### config.mk
export PLATFORM = sky130hd
export DESIGN_NAME = uart_irq_status
export DESIGN_NICKNAME = d
export VERILOG_FILES = /design/src/rtl/uart_irq_pkg.sv /design/src/rtl/uart_modem_status.sv /design/src/rtl/uart_line_status.sv /design/src/rtl/uart_irq_prio.sv /design/src/rtl/uart_irq_status.sv
export SDC_FILE = /design/constraint.sdc
export NUM_CORES = 1
export LEC_CHECK = 0
export ABC_AREA = 1
export CAP_MARGIN = 20
export CORE_ASPECT_RATIO = 0.8
export CORE_MARGIN = 8
export CORE_UTILIZATION = 40
export CTS_BUF_LIST = sky130_fd_sc_hd__clkbuf_8
export DETAILED_ROUTE_END_ITERATION = 8
export DONT_BUFFER_PORTS = 1
export GPL_TIMING_DRIVEN = 0
export PLACE_DENSITY_LB_ADDON = 0.25
export SETUP_SLACK_MARGIN = 0.05
export SYNTH_ARGS = -nofsm -noshare
export SYNTH_HDL_FRONTEND = slang
export SYNTH_SLANG_ARGS = --single-unit
### constraint.sdc
create_clock -name clk_i -period 2.1 [get_ports clk_i]
set_input_delay 0.21 -clock clk_i [delete_from_list [all_inputs] [get_ports clk_i]]
set_output_delay 0.21 -clock clk_i [all_outputs]
set_load 0.03 [all_outputs]
### src/rtl/uart_irq_pkg.sv
package uart_irq_pkg;
  localparam int STAT_W  = 32;
  localparam int MDM_W   = 4;   // CTS, DSR, RI, DCD
  localparam int LSR_W   = 8;
  localparam int ERR_W   = 5;   // overrun, parity, framing, break, fifo error
  localparam int ID_W    = 3;
  localparam int IEN_W   = 4;
  localparam int LCR_W   = 5;
  localparam int MCR_W   = 6;
  localparam int LCR_LSB = 8;
  localparam int MCR_LSB = 24;

  typedef enum logic [ID_W-1:0] {
    ID_MODEM   = 3'd0,
    ID_TXSPACE = 3'd1,
    ID_RXDATA  = 3'd2,
    ID_RXERR   = 3'd3,
    ID_TIMEOUT = 3'd6
  } irq_id_e;
endpackage

### src/rtl/uart_modem_status.sv
module uart_modem_status #(
  parameter int N = 4
) (
  input  logic         clk_i,
  input  logic         rst_ni,
  input  logic [N-1:0] ext_i,
  input  logic [N-1:0] lb_i,
  input  logic         loop_i,
  input  logic         clr_i,
  output logic [N-1:0] lvl_o,
  output logic [N-1:0] delta_o
);
  logic [N-1:0] eff;
  logic [N-1:0] lvl_q, delta_q;

  assign eff = loop_i ? lb_i : ext_i;

  for (genvar g = 0; g < N; g++) begin : g_line
    always_ff @(posedge clk_i or negedge rst_ni) begin
      if (!rst_ni) begin
        lvl_q[g]   <= 1'b0;
        delta_q[g] <= 1'b0;
      end else begin
        lvl_q[g]   <= eff[g];
        delta_q[g] <= (delta_q[g] & ~clr_i) | (eff[g] ^ lvl_q[g]);
      end
    end
  end

  assign lvl_o   = lvl_q;
  assign delta_o = delta_q;

  p_delta_clr_r4: assert property (@(posedge clk_i) disable iff (!rst_ni)
    (clr_i && eff == lvl_q) |=> delta_q == '0);
  p_delta_set_r4: assert property (@(posedge clk_i) disable iff (!rst_ni)
    (eff != lvl_q) |=> ((delta_q & $past(eff ^ lvl_q)) == $past(eff ^ lvl_q)));
  p_loop_src_r6: assert property (@(posedge clk_i) disable iff (!rst_ni)
    loop_i |=> lvl_q == $past(lb_i));
endmodule

### src/rtl/uart_line_status.sv
module uart_line_status
  import uart_irq_pkg::*;
(
  input  logic             clk_i,
  input  logic             rst_ni,
  input  logic             clr_i,
  input  logic             dr_i,
  input  logic             thre_i,
  input  logic             temt_i,
  input  logic [ERR_W-1:0] err_i,   // {fifo, break, framing, parity, overrun}
  output logic [LSR_W-1:0] lsr_o,
  output logic             err_o
);
  logic [2:0]       lvl_q;
  logic [ERR_W-1:0] err_q;

  always_ff @(posedge clk_i or negedge rst_ni) begin
    if (!rst_ni) begin
      lvl_q <= '0;
      err_q <= '0;
    end else begin
      lvl_q <= {temt_i, thre_i, dr_i};
      err_q <= (err_q & {ERR_W{~clr_i}}) | err_i;
    end
  end

  assign lsr_o = {err_q[4], lvl_q[2], lvl_q[1], err_q[3:0], lvl_q[0]};
  assign err_o = |err_q;

  p_sticky_r5: assert property (@(posedge clk_i) disable iff (!rst_ni)
    !clr_i |=> (err_q & $past(err_q)) == $past(err_q));
  p_clear_r5: assert property (@(posedge clk_i) disable iff (!rst_ni)
    (clr_i && err_i == '0) |=> err_q == '0);
endmodule

### src/rtl/uart_irq_prio.sv
module uart_irq_prio
  import uart_irq_pkg::*;
(
  input  logic [IEN_W-1:0] en_i,   // {modem, rxerr, txspace, rx}
  input  logic             err_req_i,
  input  logic             rx_req_i,
  input  logic             tmo_req_i,
  input  logic             tx_req_i,
  input  logic             ms_req_i,
  output logic             pend_no,
  output logic [ID_W-1:0]  id_o
);
  irq_id_e id;

  always_comb begin
    pend_no = 1'b0;
    id      = ID_MODEM;
    if (en_i[2] && err_req_i)      id = ID_RXERR;
    else if (en_i[0] && rx_req_i)  id = ID_RXDATA;
    else if (en_i[0] && tmo_req_i) id = ID_TIMEOUT;
    else if (en_i[1] && tx_req_i)  id = ID_TXSPACE;
    else if (en_i[3] && ms_req_i)  id = ID_MODEM;
    else                           pend_no = 1'b1;
  end

  assign id_o = id;
endmodule

### src/rtl/uart_irq_status.sv
module uart_irq_status
  import uart_irq_pkg::*;
(
  input  logic              clk_i,
  input  logic              rst_ni,
  input  logic              cfg_we_i,
  input  logic [STAT_W-1:0] cfg_wdata_i,
  input  logic              stat_rd_i,
  input  logic              cts_i,
  input  logic              dsr_i,
  input  logic              ri_i,
  input  logic              dcd_i,
  input  logic              rx_avail_i,
  input  logic              char_tmo_i,
  input  logic              tx_space_i,
  input  logic              rx_ready_i,
  input  logic              overrun_i,
  input  logic              parity_err_i,
  input  logic              frame_err_i,
  input  logic              break_i,
  input  logic              thr_empty_i,
  input  logic              tx_idle_i,
  input  logic              rx_fifo_err_i,
  output logic [STAT_W-1:0] status_o,
  output logic              dtr_o,
  output logic              rts_o,
  output logic              out1_o,
  output logic              out2_o,
  output logic              loop_o,
  output logic              rx_flow_o,
  output logic [1:0]        word_len_o,
  output logic              two_stop_o,
  output logic              parity_en_o,
  output logic              parity_even_o
);
  logic [IEN_W-1:0] ien_q;
  logic [LCR_W-1:0] lcr_q;
  logic [MCR_W-1:0] mcr_q;
  logic [2:0]       src_q;   // {timeout, rx avail, tx space}

  always_ff @(posedge clk_i or negedge rst_ni) begin
    if (!rst_ni) begin
      ien_q <= '0;
      lcr_q <= '0;
      mcr_q <= '0;
      src_q <= '0;
    end else begin
      src_q <= {char_tmo_i, rx_avail_i, tx_space_i};
      if (cfg_we_i) begin
        ien_q <= cfg_wdata_i[IEN_W-1:0];
        lcr_q <= cfg_wdata_i[LCR_LSB +: LCR_W];
        mcr_q <= cfg_wdata_i[MCR_LSB +: MCR_W];
      end
    end
  end

  // mcr_q: 0 DTR, 1 RTS, 2 OUT1, 3 OUT2, 4 loop, 5 rx flow
  logic [MDM_W-1:0] mdm_lvl, mdm_delta, mdm_lb;
  assign mdm_lb = {mcr_q[3], mcr_q[2], mcr_q[0], mcr_q[1]};

  uart_modem_status #(.N(MDM_W)) u_modem (
    .clk_i   (clk_i),
    .rst_ni  (rst_ni),
    .ext_i   ({dcd_i, ri_i, dsr_i, cts_i}),
    .lb_i    (mdm_lb),
    .loop_i  (mcr_q[4]),
    .clr_i   (stat_rd_i),
    .lvl_o   (mdm_lvl),
    .delta_o (mdm_delta)
  );

  logic [LSR_W-1:0] lsr;
  logic             line_err;

  uart_line_status u_line (
    .clk_i  (clk_i),
    .rst_ni (rst_ni),
    .clr_i  (stat_rd_i),
    .dr_i   (rx_ready_i),
    .thre_i (thr_empty_i),
    .temt_i (tx_idle_i),
    .err_i  ({rx_fifo_err_i, break_i, frame_err_i, parity_err_i, overrun_i}),
    .lsr_o  (lsr),
    .err_o  (line_err)
  );

  logic            pend_n;
  logic [ID_W-1:0] id;

  uart_irq_prio u_prio (
    .en_i      (ien_q),
    .err_req_i (line_err),
    .rx_req_i  (src_q[1]),
    .tmo_req_i (src_q[2]),
    .tx_req_i  (src_q[0]),
    .ms_req_i  (|mdm_delta),
    .pend_no   (pend_n),
    .id_o      (id)
  );

  assign status_o = {8'h00, lsr, ~mdm_lvl, mdm_delta, 4'h0, id, pend_n};

  assign dtr_o         = mcr_q[0];
  assign rts_o         = mcr_q[1];
  assign out1_o        = mcr_q[2];
  assign out2_o        = mcr_q[3];
  assign loop_o        = mcr_q[4];
  assign rx_flow_o     = mcr_q[5];
  assign word_len_o    = lcr_q[1:0];
  assign two_stop_o    = lcr_q[2];
  assign parity_en_o   = lcr_q[3];
  assign parity_even_o = lcr_q[4];

  p_idle_code_r1: assert property (@(posedge clk_i) disable iff (!rst_ni)
    status_o[0] |-> status_o[3:1] == 3'd0);
  p_legal_code_r2: assert property (@(posedge clk_i) disable iff (!rst_ni)
    !status_o[0] |-> (status_o[3:1] inside {3'd0, 3'd1, 3'd2, 3'd3, 3'd6}));
  p_err_first_r2: assert property (@(posedge clk_i) disable iff (!rst_ni)
    (ien_q[2] && line_err) |-> status_o[3:0] == 4'b0110);
  p_gated_r3: assert property (@(posedge clk_i) disable iff (!rst_ni)
    (ien_q == '0) |-> status_o[0]);
endmodule

==> results of run 1 <==
## power by group through the flow
| stage | combinational [W] | clock [W] | sequential, W |
|---|---|---|---|
| after global placement | 0.000218 | 0 | 0.000888 |
| after detailed placement | 0.000224 | 0 | 0.000890 |
| after CTS | 0.000252 | 0.000491 | 0.000878 |
| after global routing | 0.000276 | 0.000511 | 0.000886 |
| after floorplan | 0.000201 | 0 | 0.000870 |
| final | 0.000249 | 0.000469 | 0.000875 |
## per-layer routing
metal,vias to the layer above,part of all wire,GRT usage
li1,434,-,-
met1,423,0.39,0.114
met2,38,0.49,0.184
met3,2,0.12,0.0637
met4,0,0.0035,0.0350
met5,-,0,0
## worst max-delay path, stage by stage, from the launching register on
cell and delay (ns):
dfrtp_1 0.51, nor2_1 0.15, nand3_1 0.12, nand2_1 0.11, nand2_2 0.14, nor2_1 0.13
buf_4 0.17
## what timing repair did
| action | in CTS | in global routing |
|---|---|---|
| endpoints found under the hold margin | 40 | 0 |
| gates resized for setup | 0 | 1 |
| setup endpoints to repair | 0 | 1 |
| hold buffers | 8 | 0 |
## placed cells by master, fill, tap and decap left out, types with 3 or more instances in the layout
cell type	instances
nand2_1	20
conb_1	12
dfrtp_1	34
buf_6	3
a21o_1	4
dlygate4sd3_1	7
clkbuf_8	6
inv_1	12
nor2_1	6
buf_4	13
mux2_2	6
o21ai_0	5
mux2_4	8
o211ai_1	4
nand3_1	6
## stage by stage
stage / power, W / std cells / hold WS (ns) / util
final: 0.00159 / 194 / 0.0261 / 0.502
after global placement: 0.00111 / 178 / -0.0844 / 0.449
after CTS: 0.00162 / 194 / 0.0134 / 0.501
after global routing: 0.00167 / 194 / 0.0197 / 0.502
after detailed placement: 0.00111 / 178 / -0.0843 / 0.449
after floorplan: 0.00107 / 136 / -0.0856 / -
## final timing paths
| check | slack [ns] | startpoint | end | cells after the start |
|---|---|---|---|---|
| worst min-delay path | 0.03 | stat_rd_i | u_line.err_q[4] | 1 |
| worst max-delay path | 0.28 | u_line.err_q[3] | status_o[0] | 6 |
| max in group asynchronous | 1.53 | rst_ni | src_q[2] | 2 |
| min in group asynchronous | 0.40 | rst_ni | mcr_q[3] | 2 |
| worst max register to register | 0.85 | mcr_q[4] | u_modem.delta_o[1] | 5 |
| worst min register to register | 0.51 | ien_q[3] | ien_q[3] | 1 |
## area by class of cell
type,instances,area (sq um),share of cell area
inverters,11,41.3,0.0239
well taps,42,52.6,0.0304
flip-flops and latches,34,851,0.492
plain buffers,16,131,0.0759
multi-input cells,75,473,0.273
clock buffers,6,82.6,0.0477
repair buffers,8,90.1,0.0521
clock inverters,2,8.76,0.00506
## kinds of logic (layout without fill, tap and decap cells)
logic type | after synthesis | after routing | share of synthesized area
muxes | 14 | 14 | 0.129
DFF | 34 | 34 | 0.586
AOI/OAI and AO/OA | 16 | 16 | 0.0732
and+or+nand+nor | 33 | 33 | 0.0904
buffers and inverters | 27 | 43 | 0.119
other | 1 | 12 | 0.00258
## flip-flops by register name (all words and copies together), names as in the netlist
name             cells
ien_q                4
lcr_q                5
mcr_q                6
src_q                3
u_line.err_q         5
u_line.lvl_q         3
u_modem.delta_o      4
u_modem.lvl_o        4
==> flow_summary.ini, run 1 <==
[worst_setup_path]
endpoint_kind = output pin
crit_type = flop to output pin
cp-start-kind = flop
path_max_fanout = 3
cp.arrival_ns = 1.61
cp.required_ns = 1.89

[floorplanning]
core-area_sq_um = 3450
die-area_sq_um = 5830
ios = 94
dieWidth_microns = 83.4
row_count = 19
die_h_microns = 69.9
initial_core_util = 0.421

[logic_synthesis]
syn_area_per_cell_sq_um = 11.6
ys_types = 16
synthTopCellsByCount = dfrtp_1 (34), nand2_1 (21), buf_4 (13), inv_1 (11), mux2_4 (8)
synth_edf_count = 0
synth_top_area_share = 0.586
postSynthCellCount = 125
seq_area_frac_synth = 0.586
synth_area_sq_um = 1450
synth_area_leaders = dfrtp_1 (59%), mux2_4 (8.3%), buf_4 (6.7%), nand2_1 (5.4%), mux2_2 (4.7%)
yosysTopAreaCell = dfrtp_1
synth_most_common_cell = dfrtp_1
ys_ff_latch = 34
ys.flop_type = dfrtp_1
synthArstFlopShare = 1.00
ys_warn_count = 0

[sta]
worstMarginPinSlew_ns = 0.669
fin_crit_sh = 0.866
setup_slack_ns = 0.282
skew_ns = 0.00269
fmax_mhz = 550
setup_viol = 0
min_period_ns = 1.82
slew_headroom = 0.556
finalHoldViolations = 0
drv_slew = 0
setup_tns_ns = 0
rsz0062_at_grt = false

[clocking]
clock_sinks = 34
htree_levels = 2
clock_path_buffers = 2
cts_setup_buffers = 0
cts-root-buf = clkbuf_8
clock_latency_ns = 0.27
cts_tree = done
clk_pin_slew_ns = 0.06
cts_buffers = 5

[route]
antenna_left = 0
first_iter_violations = 41
wirelength_microns = 3140
dr.pass1.iters = 4
routed_via_density = 4.62
vias = 897
avgRoutedWirePerCell_microns = 16.2
drcViolationCount = 0

[final_layout]
fin_nets = 202
diodes = 0
nFillCells = 323
design_area_sq_um = 1730
drive_gt1_frac = 0.263
areaGrowthSynthToFinish_pct = 19.1

[placement]
hpwl_microns = 2510
pre_cts_ws_ns = 0.464
io_buffers = 0
placed_cell_area_sq_um = 1550
gp_congestion = 0.685

[power_and_ir_drop]
p_leak_nw = 0.871
pwr_density_cell_nw_per_um2 = 921
switching_share = 0.321
switchingPower_w = 0.000511
power_frac_comb = 0.156
clkPwrFrac = 0.294
ir_drop_v = 0.000502
pwr-share-seq = 0.549
p_int_w = 0.00108

[job]
max_cap_viol_count = 0

[global_routing]
grt_use_total = 0.110
antenna_found_initial = 0
grt_pass1_wl_microns = 5180
grt_pass1_vias = 1015
gr-total-overflow = 0
grt_start_max_net_pins = 35

[hold_path]
hold_path.class = primary input to flop

[status]
run_status = complete, no violations
No activity file was read; power rests on OpenSTA's default activity.
==> run 2: changes to the inputs <==
- ABC_CLOCK_PERIOD_IN_PS: not set -> 2100
==> results of run 2 <==
The final DEF is identical to that of run 1; final timing and power are the same.
